<file path="src/rtl/mft_pkg.sv">
package mft_pkg;

  typedef enum logic [1:0] {
    MODE_FREE  = 2'd0,
    MODE_PULSE = 2'd1,
    MODE_PWM   = 2'd2,
    MODE_SPARE = 2'd3
  } mft_mode_e;

  // per-channel control field, low bit first: function, edge, action
  typedef struct packed {
    logic act_set;    // compare: 1 = drive high, 0 = toggle
    logic edge_fall;  // capture: 1 = falling edge, 0 = rising edge
    logic is_cmp;     // 1 = compare, 0 = capture
  } ch_cfg_t;

  localparam int NUM_CH = 2;
  localparam int CFG_W  = 3;

  localparam logic [2:0] A_CTRL  = 3'd0;
  localparam logic [2:0] A_CH0   = 3'd1;
  localparam logic [2:0] A_FLAGS = 3'd3;
  localparam logic [2:0] A_IEN   = 3'd4;
  localparam logic [2:0] A_COUNT = 3'd5;

endpackage

</file>
<file path="src/rtl/mft_edge_sync.sv">
module mft_edge_sync #(
  parameter int STAGES = 2
) (
  input  logic clk,
  input  logic rst,
  input  logic din,
  input  logic sel_fall,
  output logic hit
);
  logic [STAGES-1:0] sync_q;
  logic              last_q;

  always_ff @(posedge clk) begin
    if (rst) begin
      sync_q <= '0;
      last_q <= 1'b0;
    end else begin
      sync_q <= {sync_q[STAGES-2:0], din};
      last_q <= sync_q[STAGES-1];
    end
  end

  assign hit = sel_fall ? (last_q & ~sync_q[STAGES-1])
                        : (~last_q & sync_q[STAGES-1]);
endmodule

</file>
<file path="src/rtl/mft_prescaler.sv">
module mft_prescaler #(
  parameter int PSC_W = 7
) (
  input  logic             clk,
  input  logic             rst,
  input  logic             run,
  input  logic             clr,
  input  logic [PSC_W-1:0] div,
  output logic             tick
);
  logic [PSC_W-1:0] pc_q;

  assign tick = run && (pc_q >= div);

  always_ff @(posedge clk) begin
    if (rst || clr || !run) pc_q <= '0;
    else if (tick)          pc_q <= '0;
    else                    pc_q <= pc_q + 1'b1;
  end


  tick_restart_chk: assert property (@(posedge clk) disable iff (rst)
    tick |=> (pc_q == '0));


  psc_advance_chk: assert property (@(posedge clk) disable iff (rst)
    (run && !clr && !tick) |=> (pc_q == $past(pc_q) + 1'b1));
endmodule

</file>
<file path="src/rtl/mft_counter.sv">
module mft_counter #(
  parameter int CNT_W = 16
) (
  input  logic             clk,
  input  logic             rst,
  input  logic             step,
  input  logic             wrap_en,
  input  logic [CNT_W-1:0] wrap_val,
  input  logic             load,
  input  logic [CNT_W-1:0] load_val,
  output logic [CNT_W-1:0] cnt,
  output logic             stepped,
  output logic             ovf
);
  always_ff @(posedge clk) begin
    if (rst) begin
      cnt     <= '0;
      stepped <= 1'b0;
      ovf     <= 1'b0;
    end else begin
      stepped <= 1'b0;
      ovf     <= 1'b0;
      if (load) begin
        cnt <= load_val;
      end else if (step) begin
        stepped <= 1'b1;
        if (wrap_en && (cnt >= wrap_val)) begin
          cnt <= '0;
        end else begin
          cnt <= cnt + 1'b1;
          ovf <= &cnt;
        end
      end
    end
  end


  ovf_zero_chk: assert property (@(posedge clk) disable iff (rst)
    ovf |-> (cnt == '0));


  hold_count_chk: assert property (@(posedge clk) disable iff (rst)
    (!step && !load) |=> $stable(cnt));


  step_incr_chk: assert property (@(posedge clk) disable iff (rst)
    (step && !load && !wrap_en && !(&cnt)) |=> (cnt == $past(cnt) + 1'b1));
endmodule

</file>
<file path="src/rtl/mft_channel.sv">
module mft_channel
  import mft_pkg::*;
#(
  parameter int CNT_W = 16
) (
  input  logic             clk,
  input  logic             rst,
  input  ch_cfg_t          cfg,
  input  logic             active,
  input  logic [CNT_W-1:0] cnt,
  input  logic             stepped,
  input  logic             edge_hit,
  input  logic             wr_en,
  input  logic [CNT_W-1:0] wr_data,
  output logic [CNT_W-1:0] cap_val,
  output logic             pin,
  output logic             evt
);
  logic capture_hit;
  logic match_hit;

  assign capture_hit = active && !cfg.is_cmp && edge_hit;
  assign match_hit   = active && cfg.is_cmp && stepped && (cnt == cap_val);

  always_ff @(posedge clk) begin
    if (rst) begin
      cap_val <= '0;
      pin     <= 1'b0;
      evt     <= 1'b0;
    end else begin
      evt <= capture_hit || match_hit;
      if (capture_hit)  cap_val <= cnt;
      else if (wr_en)   cap_val <= wr_data;
      if (match_hit)    pin <= cfg.act_set ? 1'b1 : ~pin;
    end
  end


  capture_latch_chk: assert property (@(posedge clk) disable iff (rst)
    capture_hit |=> (cap_val == $past(cnt)));


  pin_quiet_chk: assert property (@(posedge clk) disable iff (rst)
    !stepped |=> $stable(pin));
endmodule

</file>
<file path="src/rtl/mft_timer.sv">
module mft_timer
  import mft_pkg::*;
#(
  parameter int CNT_W  = 16,
  parameter int PSC_W  = 7,
  parameter int SYNC_N = 2
) (
  input  logic              clk,
  input  logic              rst,
  input  logic [2:0]        bus_addr,
  input  logic [CNT_W-1:0]  bus_wdata,
  input  logic              bus_we,
  input  logic              bus_re,
  output logic [CNT_W-1:0]  bus_rdata,
  output logic              bus_rvalid,
  input  logic              pulse_in,
  input  logic [NUM_CH-1:0] cap_in,
  output logic [NUM_CH-1:0] cmp_out,
  output logic              pwm_out,
  output logic              irq
);
  localparam int FLG_W  = NUM_CH + 1;
  localparam int CH_LSB = 3 + PSC_W;

  logic [CNT_W-1:0] ctrl_q;
  logic [FLG_W-1:0] flags_q, ien_q, set_vec, clr_vec;
  logic             pwm_q, irq_q;
  mft_mode_e        mode;
  logic             en, load, tick_psc, pulse_hit, step;
  logic [CNT_W-1:0] cnt;
  logic             stepped, ovf_evt;
  logic [CNT_W-1:0] ch_val [NUM_CH];
  logic [NUM_CH-1:0] ch_evt, ch_pin;
  logic [CNT_W-1:0] rd_mux;

  assign mode = mft_mode_e'(ctrl_q[1:0]);
  assign en   = ctrl_q[2];
  assign load = bus_we && (bus_addr == A_COUNT);

  mft_prescaler #(.PSC_W(PSC_W)) u_psc (
    .clk (clk), .rst (rst),
    .run (en && (mode != MODE_PULSE)),
    .clr (load),
    .div (ctrl_q[3 +: PSC_W]),
    .tick(tick_psc)
  );

  mft_edge_sync #(.STAGES(SYNC_N)) u_pulse_sync (
    .clk(clk), .rst(rst), .din(pulse_in), .sel_fall(1'b0), .hit(pulse_hit)
  );

  assign step = (mode == MODE_PULSE) ? (en && pulse_hit) : tick_psc;

  mft_counter #(.CNT_W(CNT_W)) u_cnt (
    .clk     (clk), .rst(rst),
    .step    (step),
    .wrap_en (mode == MODE_PWM),
    .wrap_val(ch_val[0]),
    .load    (load),
    .load_val(bus_wdata),
    .cnt     (cnt),
    .stepped (stepped),
    .ovf     (ovf_evt)
  );

  for (genvar i = 0; i < NUM_CH; i++) begin : g_ch
    ch_cfg_t cfg_i;
    logic    hit_i;
    assign cfg_i = ch_cfg_t'(ctrl_q[CH_LSB + CFG_W*i +: CFG_W]);

    mft_edge_sync #(.STAGES(SYNC_N)) u_sync (
      .clk(clk), .rst(rst), .din(cap_in[i]), .sel_fall(cfg_i.edge_fall), .hit(hit_i)
    );

    mft_channel #(.CNT_W(CNT_W)) u_ch (
      .clk     (clk), .rst(rst),
      .cfg     (cfg_i),
      .active  (mode != MODE_PWM),
      .cnt     (cnt),
      .stepped (stepped),
      .edge_hit(hit_i),
      .wr_en   (bus_we && (bus_addr == A_CH0 + 3'(i))),
      .wr_data (bus_wdata),
      .cap_val (ch_val[i]),
      .pin     (ch_pin[i]),
      .evt     (ch_evt[i])
    );
  end

  assign set_vec = {ch_evt, ovf_evt};
  assign clr_vec = (bus_we && (bus_addr == A_FLAGS)) ? bus_wdata[FLG_W-1:0] : '0;

  always_ff @(posedge clk) begin
    if (rst) begin
      ctrl_q  <= '0;
      ien_q   <= '0;
      flags_q <= '0;
      pwm_q   <= 1'b0;
      irq_q   <= 1'b0;
    end else begin
      if (bus_we && (bus_addr == A_CTRL)) ctrl_q <= bus_wdata;
      if (bus_we && (bus_addr == A_IEN))  ien_q  <= bus_wdata[FLG_W-1:0];
      flags_q <= (flags_q & ~clr_vec) | set_vec;
      pwm_q   <= en && (mode == MODE_PWM) && (cnt < ch_val[1]);
      irq_q   <= |(flags_q & ien_q);
    end
  end

  always_comb begin
    rd_mux = '0;
    case (bus_addr)
      A_CTRL:  rd_mux = ctrl_q;
      A_FLAGS: rd_mux = CNT_W'(flags_q);
      A_IEN:   rd_mux = CNT_W'(ien_q);
      A_COUNT: rd_mux = cnt;
      default: rd_mux = '0;
    endcase
    for (int k = 0; k < NUM_CH; k++)
      if (bus_addr == A_CH0 + 3'(k)) rd_mux = ch_val[k];
  end

  always_ff @(posedge clk) begin
    if (rst) begin
      bus_rdata  <= '0;
      bus_rvalid <= 1'b0;
    end else begin
      bus_rvalid <= bus_re;
      if (bus_re) bus_rdata <= rd_mux;
    end
  end

  assign cmp_out = ch_pin;
  assign pwm_out = pwm_q;
  assign irq     = irq_q;


  flag_w1c_chk: assert property (@(posedge clk) disable iff (rst)
    (bus_we && (bus_addr == A_FLAGS) && bus_wdata[0] && !ovf_evt) |=> !flags_q[0]);


  irq_masked_chk: assert property (@(posedge clk) disable iff (rst)
    ((ien_q == '0) && $past(ien_q == '0)) |-> !irq);
endmodule

</file>
<file path="config.mk">
export PLATFORM = sky130hd
export DESIGN_NAME = mft_timer
export DESIGN_NICKNAME = d
export VERILOG_FILES = /design/src/rtl/mft_pkg.sv /design/src/rtl/mft_edge_sync.sv /design/src/rtl/mft_prescaler.sv /design/src/rtl/mft_counter.sv /design/src/rtl/mft_channel.sv /design/src/rtl/mft_timer.sv
export SDC_FILE = /design/constraint.sdc
export NUM_CORES = 1
export LEC_CHECK = 0
export BUFFER_PORTS_ARGS = -buffer_cell sky130_fd_sc_hd__buf_2
export CORE_MARGIN = 8
export CORE_UTILIZATION = 45
export DETAILED_ROUTE_END_ITERATION = 10
export SLEW_MARGIN = 10
export SYNTH_ARGS = -nofsm -noshare
export SYNTH_HDL_FRONTEND = slang
export SYNTH_SLANG_ARGS = --single-unit
</file>
<file path="constraint.sdc">
create_clock -name clk -period 2.2 [get_ports clk]
set_clock_uncertainty 0.05 [all_clocks]
set_input_delay 0 -clock clk [delete_from_list [all_inputs] [get_ports clk]]
set_output_delay 0 -clock clk [all_outputs]
set_load 0.1 [all_outputs]
</file>
* Word-level counts from Yosys, hierarchy flattened
Index checks and enable logic that the tools add are counted.
W data, S select, Z words.
** Operators by class
- Add/subtract/negate cells :: 2
- $lt $le $gt $ge :: 3
- Eq/ne operators :: 11
- Multiplexer cells :: 17
- Bitwise logic cells :: 17
- Reductions and logical operators :: 38
** Operators by type and width (count)
- $mux W16 :: 9
- $pmux W16 S4 :: 1
- $eq A16 B16 Y1 :: 2
- $logic_and A1 B1 Y1 :: 22
- $add A16 B1 Y16 const B :: 1
- $ge A16 B16 Y1 :: 1
- $lt A16 B16 Y1 :: 1
- $reduce_and A16 Y1 :: 1
- $not A1 Y1 :: 8
- $add A7 B1 Y7 const B :: 1
- $ge A7 B7 Y1 :: 1
- $and A3 B3 Y3 :: 2
- $eq A3 B2 Y1 const B :: 2
- $eq A3 B3 Y1 const B :: 2
- $mux W1 :: 6
- $reduce_bool A2 Y1 :: 3
- $and A1 B1 Y1 :: 5
- $logic_or A1 B1 Y1 :: 4
- $reduce_or A2 Y1 :: 2
- $reduce_or A4 Y1 :: 1
- $eq A3 B1 Y1 const B :: 1
- $logic_not A1 Y1 :: 3
- $logic_not A3 Y1 :: 1
- $mux W3 :: 1
- 7 further kinds :: 7
** Word-level totals
- Register bits after elaboration :: 111
- Bits of input ports :: 26
- Output and inout port bits :: 21

* Depth between registers and ports, before layout
- Depth in word-level cells :: 6
- Gate-level depth with buffers :: 9
- Mapped depth without buffers :: 9

* By module
From an unflattened synthesis, not the netlist that was laid out.
** Second synthesis, totals
- Cell total of the unflattened synthesis :: 772
- Area total of the unflattened synthesis :: 6650.1 um^2
** Modules (own cells, without submodules)
- mft_timer :: times used 1, cells each 312, area an instance 2471.1 um^2, sequential area each 820.8 um^2
- mft_channel :: times used 2, cells each 101, area an instance 962.2 um^2, sequential area each 360.3 um^2
- mft_counter :: times used 1, cells each 181, area an instance 1480.2 um^2, sequential area each 360.3 um^2
- mft_prescaler :: times used 1, cells each 50, area an instance 470.5 um^2, sequential area each 140.1 um^2
- mft_edge_sync :: times used 3, cells each 9, area an instance 101.3 um^2, sequential area each 60.1 um^2

* Worst setup path after synthesis
No wires, ideal clock.
- Path type :: register to register
- From :: register u_cnt.cnt[14]
- To :: register u_cnt.cnt[5]
- Setup time :: 0.091 ns
- Arrival time :: 2.106 ns
- Data required time :: 2.059 ns
- Slack :: -0.047 ns
- Stages on the path, launching flop included :: 8
- Path buffers :: 0
- Period minus slack after synthesis :: 2.247 ns
- Cell sequence :: dfxtp_1 -> ha_1 -> a21oi_1 -> nand2_1 -> a2111oi_4 -> nor2_2 -> or4_1 -> a311oi_1
** On the way
- Word-level cells in the longest chain between the ends :: 5
** Ends and longest elaborated chain
- from (decl) :: line mft_counter.sv:11 : output logic [CNT_W-1:0] cnt,
- from (signal assigned) :: line mft_counter.sv:24 : cnt <= load_val;
- from (signal assigned) :: line mft_counter.sv:30 : cnt <= cnt + 1'b1;
- $ge A16 B16 Y1 :: line mft_counter.sv:27 : if (wrap_en && (cnt >= wrap_val)) begin
- $logic_and A1 B1 Y1 :: line mft_counter.sv:27
- $mux W16 :: line mft_counter.sv:27
- $mux W16 :: line mft_counter.sv:25 : end else if (step) begin
- $mux W16 :: line mft_counter.sv:23 : if (load) begin
Every way passes these cells. The select of a mux whose other input is x is not followed.
A chain may end at the register's enable or synchronous reset.

* Worst setup path in the final report
- From :: register g_ch[0].u_ch.cap_val[14]
- To :: register u_cnt.cnt[13]
** On the way
- Word-level cells in the longest chain between the ends :: 5
** Ends and longest elaborated chain
- from (decl) :: line mft_channel.sv:15 : output logic [CNT_W-1:0] cap_val,
- from (signal assigned) :: line mft_channel.sv:32 : if (capture_hit) cap_val <= cnt;
- from (signal assigned) :: line mft_channel.sv:33 : else if (wr_en) cap_val <= wr_data;
- $ge A16 B16 Y1 :: line mft_counter.sv:27
- $logic_and A1 B1 Y1 :: line mft_counter.sv:27
- $mux W16 :: line mft_counter.sv:27
- $mux W16 :: line mft_counter.sv:25
- $mux W16 :: line mft_counter.sv:23
Every way passes these cells. The select of a mux whose other input is x is not followed.

==> reports/qor.yml <==
routing:
  drc: 0
  via_per_inst: 5.65
  first_iter_violations: 521
  drt_pass1_iterations: 5
  wl_per_cell_microns: 18.4
  ant_nets: 0
  num_vias: 6115
  wl_microns: 20000
grt:
  antenna_found_initial: 1
  grt_pass1_wl_microns: 31400
  grt_start_max_net_pins: 44
  grt_overflow: 0
  use_met3_pct: 3.88
  grt_pass1_vias: 5917
  grt_usage_pct: 22.1
  grt_use_met1_pct: 27.1
  grt.busiest_layer: "met2"
  met2_usage_pct: 36.1
yosys:
  synth_edf_count: 0
  synth_ff_type: "dfxtp_1"
  synthSimpleGateAreaFrac_pct: 21.6
  syn_inst: 776
  post_synth.cell_area_avg_sq_um: 8.03
  synthesis.nets: 843
  synth_top_family_by_area: "simple AND/OR/NAND/NOR gates"
  netlist-cell-type-count: 57
  synth_xor_area_share_pct: 0.703
  synth_mux_area_share_pct: 8.37
  ys_seq_elements: 111
  synthAdderAreaFrac_pct: 8.23
  synth_compound_area_share_pct: 19.8
  yosys_warnings: 0
  synthesis.area_sq_um: 6230
  seq_area_frac_synth_pct: 35.6
  synth-async-reset-ratio_pct: 0
clock_network:
  cts_buffers: 9
  clk_path_buf_depth: 2
  insertion_delay_ns: 0.37
  numClockSinks: 111
  cts.htree.levels: 3
  tritoncts: "yes"
  clk_pin_slew_ns: 0.08
  ctsRootBufferMaster: "clkbuf_16"
sta:
  whs_ns: 0.0489
  drv_slew: 0
  fmax_ghz: 0.442
  fin_ws_ns: -0.0622
  finalCritPeriodShare_pct: 103
  hold_violations: 0
  tightest_slew_ns: 0.831
  setup_violations: 6
  layout_min_cycle_time_ns: 2.26
  slew_headroom_pct: 44.4
  rsz0062_at_grt: "true"
die:
  coreArea_sq_um: 13700
  dieArea_sq_um: 17900
  die_width_microns: 134
  ios: 47
  die_y_microns: 134
  initial_core_util_pct: 45.4
  rows: 43
cells_and_area:
  area_delta_synth_final_pct: 29.8
  nets: 964
  diodes: 0
  drive_gt1_share_pct: 25.9
pwr:
  leakage_uw: 0.00320
  ir_drop_mv: 0.352
  power_density_nw_per_um2: 594
placement:
  place_congestion: 0.886
  hpwl_microns: 14300
  portBuffers: 46
  place_ws_ns: -0.192
setup_path:
  arrival_ns: 2.48
  required_ns: 2.41
  critPathMaxStageDelay_ns: 0.41
  ff2ff_path_depth: 10
  critical_path_class: "flop to flop"
  crit_chain: "inv_2 -> ha_4 -> a21oi_2 -> nand2_2 -> a2111oi_4 -> nor2_4 -> buf_6 -> or3_1 -> a31o_2 -> o41ai_2"
  cp-start-kind: "flop"
  r2r_start: "g_ch[0].u_ch.cap_val[14]"
  r2r_slack_ns: -0.06
  slowest_stage: "a2111oi_4"
  crit_start: "g_ch[0].u_ch.cap_val[14]"
  cp_max_fo: 5
  rr_endpoint: "u_cnt.cnt[13]"
  end_kind: "flop"
min_path:
  hp-class: "input pin to flop"
  hold_end: "flags_q[2]"
  min_delay_path_depth: 2
  holdCritStartpoint: "rst"
outcome:
  violations: "negative setup slack"
  outcome: "finished, violations left"
job:
  drv_cap: 0
[synthesized netlist by cell type, types with 3 or more instances]
| master | count | area [sq um] |
|---|---|---|
| a21oi_1 | 87 | 435 |
| nor2_1 | 105 | 394 |
| o21a_1 | 3 | 22.5 |
| a211oi_1 | 14 | 105 |
| nand2b_1 | 19 | 119 |
| a32oi_1 | 4 | 35.0 |
| dfxtp_1 | 111 | 2220 |
| nand3_1 | 19 | 95.1 |
| nand4_1 | 11 | 68.8 |
| o211ai_1 | 19 | 143 |
| nor3_1 | 13 | 65.1 |
| mux2i_1 | 51 | 510 |
| xnor2_1 | 3 | 26.3 |
| o21ai_1 | 16 | 80.1 |
| nor3b_1 | 5 | 37.5 |
| nand2_1 | 61 | 229 |
| a311oi_1 | 5 | 43.8 |
| a21o_1 | 6 | 45.0 |
| ha_1 | 41 | 513 |
| nor2b_1 | 19 | 119 |
| buf_1 | 4 | 15.0 |
| clkbuf_1 | 32 | 120 |
| o21ai_0 | 26 | 130 |
| inv_1 | 43 | 161 |
| a31oi_1 | 3 | 18.8 |
| and4_1 | 3 | 26.3 |
| buf_2 | 9 | 45.0 |
| nand3b_1 | 4 | 30.0 |
| and3_1 | 6 | 37.5 |
[worst max-delay path, delay by kind of cell, from the launching register on]
kind                       cells  cell delay [ns]
AOI/OAI and AO/OA              4             0.83
adders and majority gates      1             0.22
buffers and inverters          2             0.18
DFF                            1             0.33
and+or+nand+nor                3             0.55
[cells in the final DEF, fill, tap and decap left out, drive strengths merged, types with 4 or more instances in the layout]
cell type / Yosys / final
a21o: 6 / 6
o21ai: 43 / 43
nand3: 19 / 19
and3: 6 / 6
mux2i: 51 / 51
a311oi: 5 / 5
a21oi: 87 / 87
clkbuf: 32 / 10
dfxtp: 111 / 111
nor2b: 19 / 19
nor2: 106 / 106
a32oi: 4 / 4
o211ai: 20 / 20
inv: 43 / 45
nand3b: 4 / 4
dlygate4sd3: 0 / 19
a31oi: 4 / 4
nor3: 14 / 14
nand2: 63 / 63
nand4: 11 / 11
ha: 41 / 41
buf: 15 / 138
a211oi: 14 / 14
nand2b: 19 / 19
nor3b: 5 / 5
[what timing repair did]
action / CTS / global route
pin swaps: 34 / 36
endpoints found under the setup margin: 17 / 26
resized for setup: 39 / 36
hold endpoints to repair: 36 / 0
setup buffers: 8 / 3
hold buffers: 19 / 0
[how the worst max path moves through the flow]
stage | endpoint | slack [ns]
3_5_place_dp | u_cnt.cnt[15] | -0.19
5_1_grt | u_cnt.cnt[13] | -0.16
6_report | u_cnt.cnt[13] | -0.06
3_3_place_gp | u_cnt.cnt[9] | -0.08
2_1_floorplan | u_cnt.cnt[5] | 0.003
4_1_cts | u_cnt.cnt[13] | -0.09
[state kept, by name (all words and copies together) (netlist names), 2 cells and up]
name and flops:
g_ch.u_sync.sync_q 4, g_ch.u_ch.pin 2, u_pulse_sync.sync_q 2, bus_rdata 16
ctrl_q 16, g_ch.u_ch.evt 2, g_ch.u_sync.last_q 2, u_psc.pc_q 7
u_cnt.cnt 16, ien_q 3, g_ch.u_ch.cap_val 32, flags_q 3
[where the power goes]
group	switching (uW)	total, uW	internal, uW
Sequential	36.3	2100	2060
Clock	843	1890	1050
Combinational	487	815	329
Total	1370	4810	3440
[kinds of logic after synthesis]
group | count (synthesis)
mux | 52
buf+inv | 90
simple gates | 279
compound gates | 198
fa+ha+maj | 41
xor+xnor | 5
flops | 111
[through the flow]
stage | utilization, % | TNS, ns | instances | instance area [sq um] | power, uW
finish | 59.0 | -0.160 | 1082 | 8090 | 4810
global placement | 52.2 | -0.408 | 1037 | 7160 | 2830
CTS | 57.9 | -0.136 | 1080 | 7940 | 4780
global route | 59.0 | -1.29 | 1082 | 8090 | 4950
detailed placement | 52.2 | -1.46 | 1037 | 7160 | 2850
floorplan | - | 0 | 776 | 6240 | 2590
[layout make-up]
type	instances	area [sq um]
repair buffers	157	1160
inverters	43	161
clock buffers	10	239
well taps	180	225
multi-input cells	575	3970
fillers	1242	5630
flip-flops and latches	111	2240
clock inverters	6	101
[per-layer routing]
| layer | vias up | wire (microns) |
|---|---|---|
| li1 | 2971 | - |
| met1 | 2913 | 8690 |
| met5 | - | 12 |
| met3 | 49 | 1040 |
| met4 | 2 | 677 |
| met2 | 180 | 9540 |
No activity file was read; power rests on OpenSTA's default activity.
